[src/rtl/startup_seq_pkg.sv]
package startup_seq_pkg;
  localparam int PHASE_W = 3;
  typedef logic [PHASE_W-1:0] phase_t;

  localparam phase_t PHASE_END      = '1;
  localparam phase_t SEL_WAIT_DONE  = '0;
  localparam phase_t SEL_HOLD       = '1;
  localparam phase_t LAST_EVT_PHASE = PHASE_END - phase_t'(1);

  typedef enum logic [1:0] {
    TSRC_CFG  = 2'd0,
    TSRC_USER = 2'd1,
    TSRC_JTAG = 2'd2,
    TSRC_CFG2 = 2'd3
  } tick_src_e;

  // Fixed-phase-only events treat the out-of-range codes as the last event phase.
  function automatic phase_t clamp_fixed_sel(input phase_t s);
    if (s == SEL_WAIT_DONE || s == SEL_HOLD) return LAST_EVT_PHASE;
    return s;
  endfunction
endpackage

[src/rtl/startup_tick_mux.sv]
module startup_tick_mux
  import startup_seq_pkg::*;
(
  input  tick_src_e sel,
  input  logic      tick_cfg,
  input  logic      tick_user,
  input  logic      tick_jtag,
  output logic      tick
);
  always_comb begin
    unique case (sel)
      TSRC_CFG:  tick = tick_cfg;
      TSRC_USER: tick = tick_user;
      TSRC_JTAG: tick = tick_jtag;
      TSRC_CFG2: tick = tick_cfg;
    endcase
  end
endmodule

[src/rtl/startup_sync.sv]
module startup_sync #(
  parameter int STAGES = 2
) (
  input  logic clk,
  input  logic rst,
  input  logic d,
  output logic q
);
  logic [STAGES-1:0] chain;

  always_ff @(posedge clk) begin
    if (rst) chain <= '0;
    else     chain <= {chain[STAGES-2:0], d};
  end

  assign q = chain[STAGES-1];
endmodule

[src/rtl/startup_phase_ctr.sv]
module startup_phase_ctr
  import startup_seq_pkg::*;
#(
  parameter int NUM_CM = 4
) (
  input  logic              clk,
  input  logic              rst,
  input  logic              start_req,
  input  logic              tick,
  input  phase_t            lock_sel,
  input  logic [NUM_CM-1:0] lock_wait_mask,
  input  logic [NUM_CM-1:0] lock_ok,
  output logic              started,
  output phase_t            phase,
  output logic              stall,
  output logic              eos
);
  logic pending_lock;
  logic advance;

  assign pending_lock = |(lock_wait_mask & ~lock_ok);
  assign stall   = started && (lock_sel != SEL_HOLD) && (phase == lock_sel) && pending_lock;
  assign advance = started && tick && (phase != PHASE_END) && !stall;

  always_ff @(posedge clk) begin
    if (rst) begin
      started <= 1'b0;
      phase   <= '0;
      eos     <= 1'b0;
    end else begin
      if (!started && start_req) begin
        started <= 1'b1;
        phase   <= '0;
      end else if (advance) begin
        phase <= phase + phase_t'(1);
      end
      eos <= started && (phase == PHASE_END);
    end
  end
endmodule

[src/rtl/startup_event.sv]
module startup_event
  import startup_seq_pkg::*;
(
  input  logic   clk,
  input  logic   rst,
  input  logic   started,
  input  phase_t phase,
  input  phase_t sel,
  input  logic   done_seen,
  output logic   evt
);
  logic keep;
  logic hit;

  always_comb begin
    keep = 1'b0;
    hit  = 1'b0;
    if (sel == SEL_HOLD)           keep = 1'b1;
    else if (sel == SEL_WAIT_DONE) hit  = done_seen;
    else                           hit  = (phase >= sel);
  end

  always_ff @(posedge clk) begin
    if (rst)                         evt <= 1'b0;
    else if (!keep && started && hit) evt <= 1'b1;
  end
endmodule

[src/rtl/startup_sequencer.sv]
module startup_sequencer
  import startup_seq_pkg::*;
#(
  parameter int NUM_CM      = 4,
  parameter int SYNC_STAGES = 2
) (
  input  logic              clk,
  input  logic              rst,
  input  logic              start_req,
  input  logic [1:0]        tick_src,
  input  logic              tick_cfg,
  input  logic              tick_user,
  input  logic              tick_jtag,
  input  logic [2:0]        done_sel,
  input  logic [2:0]        gwe_sel,
  input  logic [2:0]        gts_sel,
  input  logic [2:0]        lock_sel,
  input  logic [NUM_CM-1:0] lock_wait_mask,
  input  logic [NUM_CM-1:0] lock_ok,
  input  logic              done_pin_in,
  output logic              done_drive,
  output logic              gwe,
  output logic              gts_release,
  output logic              eos
);
  logic   tick;
  logic   started;
  phase_t phase;
  logic   stall;
  logic   done_sync;
  phase_t done_sel_eff;

  assign done_sel_eff = clamp_fixed_sel(phase_t'(done_sel));

  startup_tick_mux u_tick (
    .sel       (tick_src_e'(tick_src)),
    .tick_cfg  (tick_cfg),
    .tick_user (tick_user),
    .tick_jtag (tick_jtag),
    .tick      (tick)
  );

  startup_sync #(.STAGES(SYNC_STAGES)) u_done_sync (
    .clk (clk),
    .rst (rst),
    .d   (done_pin_in),
    .q   (done_sync)
  );

  startup_phase_ctr #(.NUM_CM(NUM_CM)) u_ctr (
    .clk            (clk),
    .rst            (rst),
    .start_req      (start_req),
    .tick           (tick),
    .lock_sel       (phase_t'(lock_sel)),
    .lock_wait_mask (lock_wait_mask),
    .lock_ok        (lock_ok),
    .started        (started),
    .phase          (phase),
    .stall          (stall),
    .eos            (eos)
  );

  startup_event u_done_evt (
    .clk       (clk),
    .rst       (rst),
    .started   (started),
    .phase     (phase),
    .sel       (done_sel_eff),
    .done_seen (done_sync),
    .evt       (done_drive)
  );

  startup_event u_gwe_evt (
    .clk       (clk),
    .rst       (rst),
    .started   (started),
    .phase     (phase),
    .sel       (phase_t'(gwe_sel)),
    .done_seen (done_sync),
    .evt       (gwe)
  );

  startup_event u_gts_evt (
    .clk       (clk),
    .rst       (rst),
    .started   (started),
    .phase     (phase),
    .sel       (phase_t'(gts_sel)),
    .done_seen (done_sync),
    .evt       (gts_release)
  );
endmodule

[config.mk]
export PLATFORM = sky130hd
export DESIGN_NAME = startup_sequencer
export DESIGN_NICKNAME = d
export VERILOG_FILES = /design/src/rtl/startup_seq_pkg.sv /design/src/rtl/startup_tick_mux.sv /design/src/rtl/startup_sync.sv /design/src/rtl/startup_phase_ctr.sv /design/src/rtl/startup_event.sv /design/src/rtl/startup_sequencer.sv
export SDC_FILE = /design/constraint.sdc
export NUM_CORES = 1
export LEC_CHECK = 0
export BUFFER_PORTS_ARGS = -buffer_cell sky130_fd_sc_hd__buf_2
export CORE_UTILIZATION = 30
export DETAILED_ROUTE_END_ITERATION = 8
export PLACE_DENSITY = 0.56
export SYNTH_ARGS = -nofsm -noshare
export SYNTH_HDL_FRONTEND = slang
export SYNTH_SLANG_ARGS = --single-unit
[constraint.sdc]
create_clock -name clk -period 1.65 [get_ports clk]
set_input_delay 0.0825 -clock clk [delete_from_list [all_inputs] [get_ports clk]]
set_output_delay 0.0825 -clock clk [all_outputs]
set_load 0.02 [all_outputs]
==> metrics.yaml <==
crit_type: "reg2reg"
critPathMaxFanout: 3
yosysSeqAreaShare: 0.261
ff_latch_area_um2: 201
grt_pass1_wl_um: 2840
first_pass_iters: 4
drt_iter0_markers: 6
r2r_start: "u_ctr.phase[0]$_SDFFE_PP0P_"
fp.dieH_um: 52.6
period_share: 0.937
cts_made_buffers: 3
hold_viol: 0
tritoncts: "done"
ios: 33
cp_num_buf_inv: 1
grt_max_degree: 9
ant_nets: 0
area_growth_pct: 37.4
worst-slew-pin-transition_ns: 0.414
root_buffer: "clkbuf_4"
fill_cells: 229
status: "completed"
maxSlewHeadroom: 0.724
finalInstanceArea_um2: 1050
clock.fmax_ghz: 0.647
antennaDiodeCount: 0
first_global_vias: 718
route.detailed.drc: 0
setup_viol: 0
yosysWarnings: 0
place_area_um2: 992
hp-start: "done_pin_in"
core_um2: 2320
routedWlPerCell_um: 10.7
netlist_instances: 86
drive_gt1_frac: 0.378
post-route-util: 0.454
leakage_nw: 0.550
clock_sinks: 10
crit_path_start_kind: "register"
cts_buffer_depth: 2
synth_seq_cells: 10
placedCellCount: 150
startpoint: "u_ctr.phase[0]$_SDFFE_PP0P_"
layout.nets: 169
ir_worst_vdd_mv: 0.389
dieWidth_um: 52.6
slew_violations: 0
row_count: 17
route.vias.total: 733
gp_congestion: 0.796
syn_area_per_cell_um2: 8.92
rsz0062_at_grt: "no"
vias_per_cell: 4.73
antenna_found_initial: 0
powerDensity_nw_per_um2: 602
dp_hpwl_um: 1440
cp_top_family: "compound AO/OA/AOI/OAI gates"
path_clk_slew_ns: 0.07
worstPathArrival_ns: 1.70
totalWireLength_um: 1660
syn_area_um2: 767
endpoint_kind: "register"
crit_required_ns: 1.81
fin_skew_ns: 0.00909
max-cap-violations: 0
grt_overflow: 0
fin_cells: 155
cp_cell_sequence: "inv_2 -> ha_1 -> nand2b_1 -> a21o_1 -> a21oi_2 -> o21ai_1 -> a32o_1"
start_util: 0.331
hold_class: "in2reg"
die_area_um2: 2760
multi_input_area_um2: 534
clk_latency_ns: 0.27
synthesis.nets: 127
cp_slowest_cell: "dfxtp_2"
synth_cell_types: 28
finalCriticalPeriod_ns: 1.55
port_buffers: 32
grt_use_total: 0.138
cts.htree.levels: 1
slowest_delay_ns: 0.36
## path summary, 6_finish.rpt
path,depth (start not counted),end,slack [ns]
worst min register to register,2,u_gwe_evt.evt$_SDFFE_PP0P_,0.44
worst min-delay path,2,u_done_sync.chain[0]$_SDFF_PP0_,0.04
worst max-delay path,7,u_gts_evt.evt$_SDFFE_PP0P_,0.10
worst max register to register,7,u_gts_evt.evt$_SDFFE_PP0P_,0.10
## cells by family (layout without fill, tap and decap cells)
kind of cell	Yosys count	after routing	synth area share
xor+xnor	3	3	0.0343
simple gates	24	24	0.163
flops	10	10	0.261
compound gates	21	21	0.243
fa+ha+maj	13	13	0.209
mux	2	2	0.0261
buf+inv	13	54	0.0636
## power by group
| group | internal, mW | switching, mW | leakage [nW] |
|---|---|---|---|
| registers | 0.251 | 0.00655 | 0.0821 |
| clock network | 0.134 | 0.0890 | 0.0210 |
| logic | 0.0797 | 0.0739 | 0.447 |
| total | 0.464 | 0.170 | 0.550 |
## metal layers
metal	vias up	part of all wire	track usage
met5	-	0	0
met4	0	0	0.0263
met3	0	0.041	0.0435
met2	12	0.51	0.247
met1	336	0.45	0.158
li1	385	-	-
## metrics by stage
stage	hold WS (ns)	power, mW	setup TNS [ns]	setup slack [ns]
2_1_floorplan	0.152	0.345	0	0.0381
3_3_place_gp	0.301	0.406	0	0.00973
3_5_place_dp	0.305	0.409	-0.119	-0.0505
4_1_cts	0.0302	0.640	0	0.0115
5_1_grt	0.0427	0.680	0	0.0118
6_report	0.0354	0.634	0	0.103
## cell usage after synthesis
cell | number | area (um2)
a2111oi_2 | 1 | 15.0
a2111oi_4 | 1 | 27.5
a21boi_0 | 2 | 15.0
a21o_1 | 3 | 22.5
a21oi_1 | 4 | 20.0
a221oi_1 | 1 | 8.76
a31oi_1 | 1 | 6.26
a32o_1 | 1 | 10.0
and2_1 | 1 | 6.26
and2b_2 | 1 | 8.76
and3_1 | 1 | 6.26
dfxtp_1 | 10 | 200
ha_1 | 12 | 150
inv_1 | 13 | 48.8
maj3_1 | 1 | 10.0
mux2i_1 | 2 | 20.0
nand2_1 | 2 | 7.51
nand2b_1 | 3 | 18.8
nor2_1 | 9 | 33.8
nor2b_1 | 4 | 25.0
nor3_1 | 1 | 5.00
nor4_1 | 1 | 6.26
o2111ai_1 | 2 | 17.5
o21ai_0 | 3 | 15.0
o31ai_1 | 1 | 7.51
o31ai_4 | 1 | 21.3
or4_1 | 1 | 7.51
xnor2_1 | 3 | 26.3
## flip-flops by register name, indices dropped and copies added (netlist names)
signal and cells:
u_ctr.eos 1, u_ctr.phase 3, u_ctr.started 1, u_done_evt.evt 1
u_done_sync.chain 2, u_gts_evt.evt 1, u_gwe_evt.evt 1
## repair_timing
item / in CTS / in global routing
hold endpoints to repair: 0 / 0
resized for setup: 2 / 3
setup buffers: 0 / 1
pin swaps: 0 / 3
setup endpoints to repair: 4 / 5
hold buffers: 0 / 0
## final cells by class
cell class / count / share of cell area
multi-input combinational: 63 / 0.507
sequential: 10 / 0.191
timing repair buffer: 37 / 0.188
inverter: 13 / 0.0463
clock buffer: 4 / 0.0344
tap: 28 / 0.0333
## layout by cell type, fill, tap and decap left out, types with 2 or more instances in the layout
cell / netlist / final
a2111oi_4: 1 / 2
a21boi_0: 2 / 2
a21o_1: 3 / 3
a21oi_1: 4 / 3
buf_2: 0 / 32
buf_4: 0 / 5
clkbuf_4: 0 / 3
dfxtp_1: 10 / 9
ha_1: 12 / 12
inv_1: 13 / 12
mux2i_1: 2 / 2
nand2_1: 2 / 2
nand2b_1: 3 / 3
nor2_1: 9 / 9
nor2b_1: 4 / 4
o2111ai_1: 2 / 2
o21ai_0: 3 / 2
xnor2_1: 3 / 3
Power figures use the tool's default switching activity.
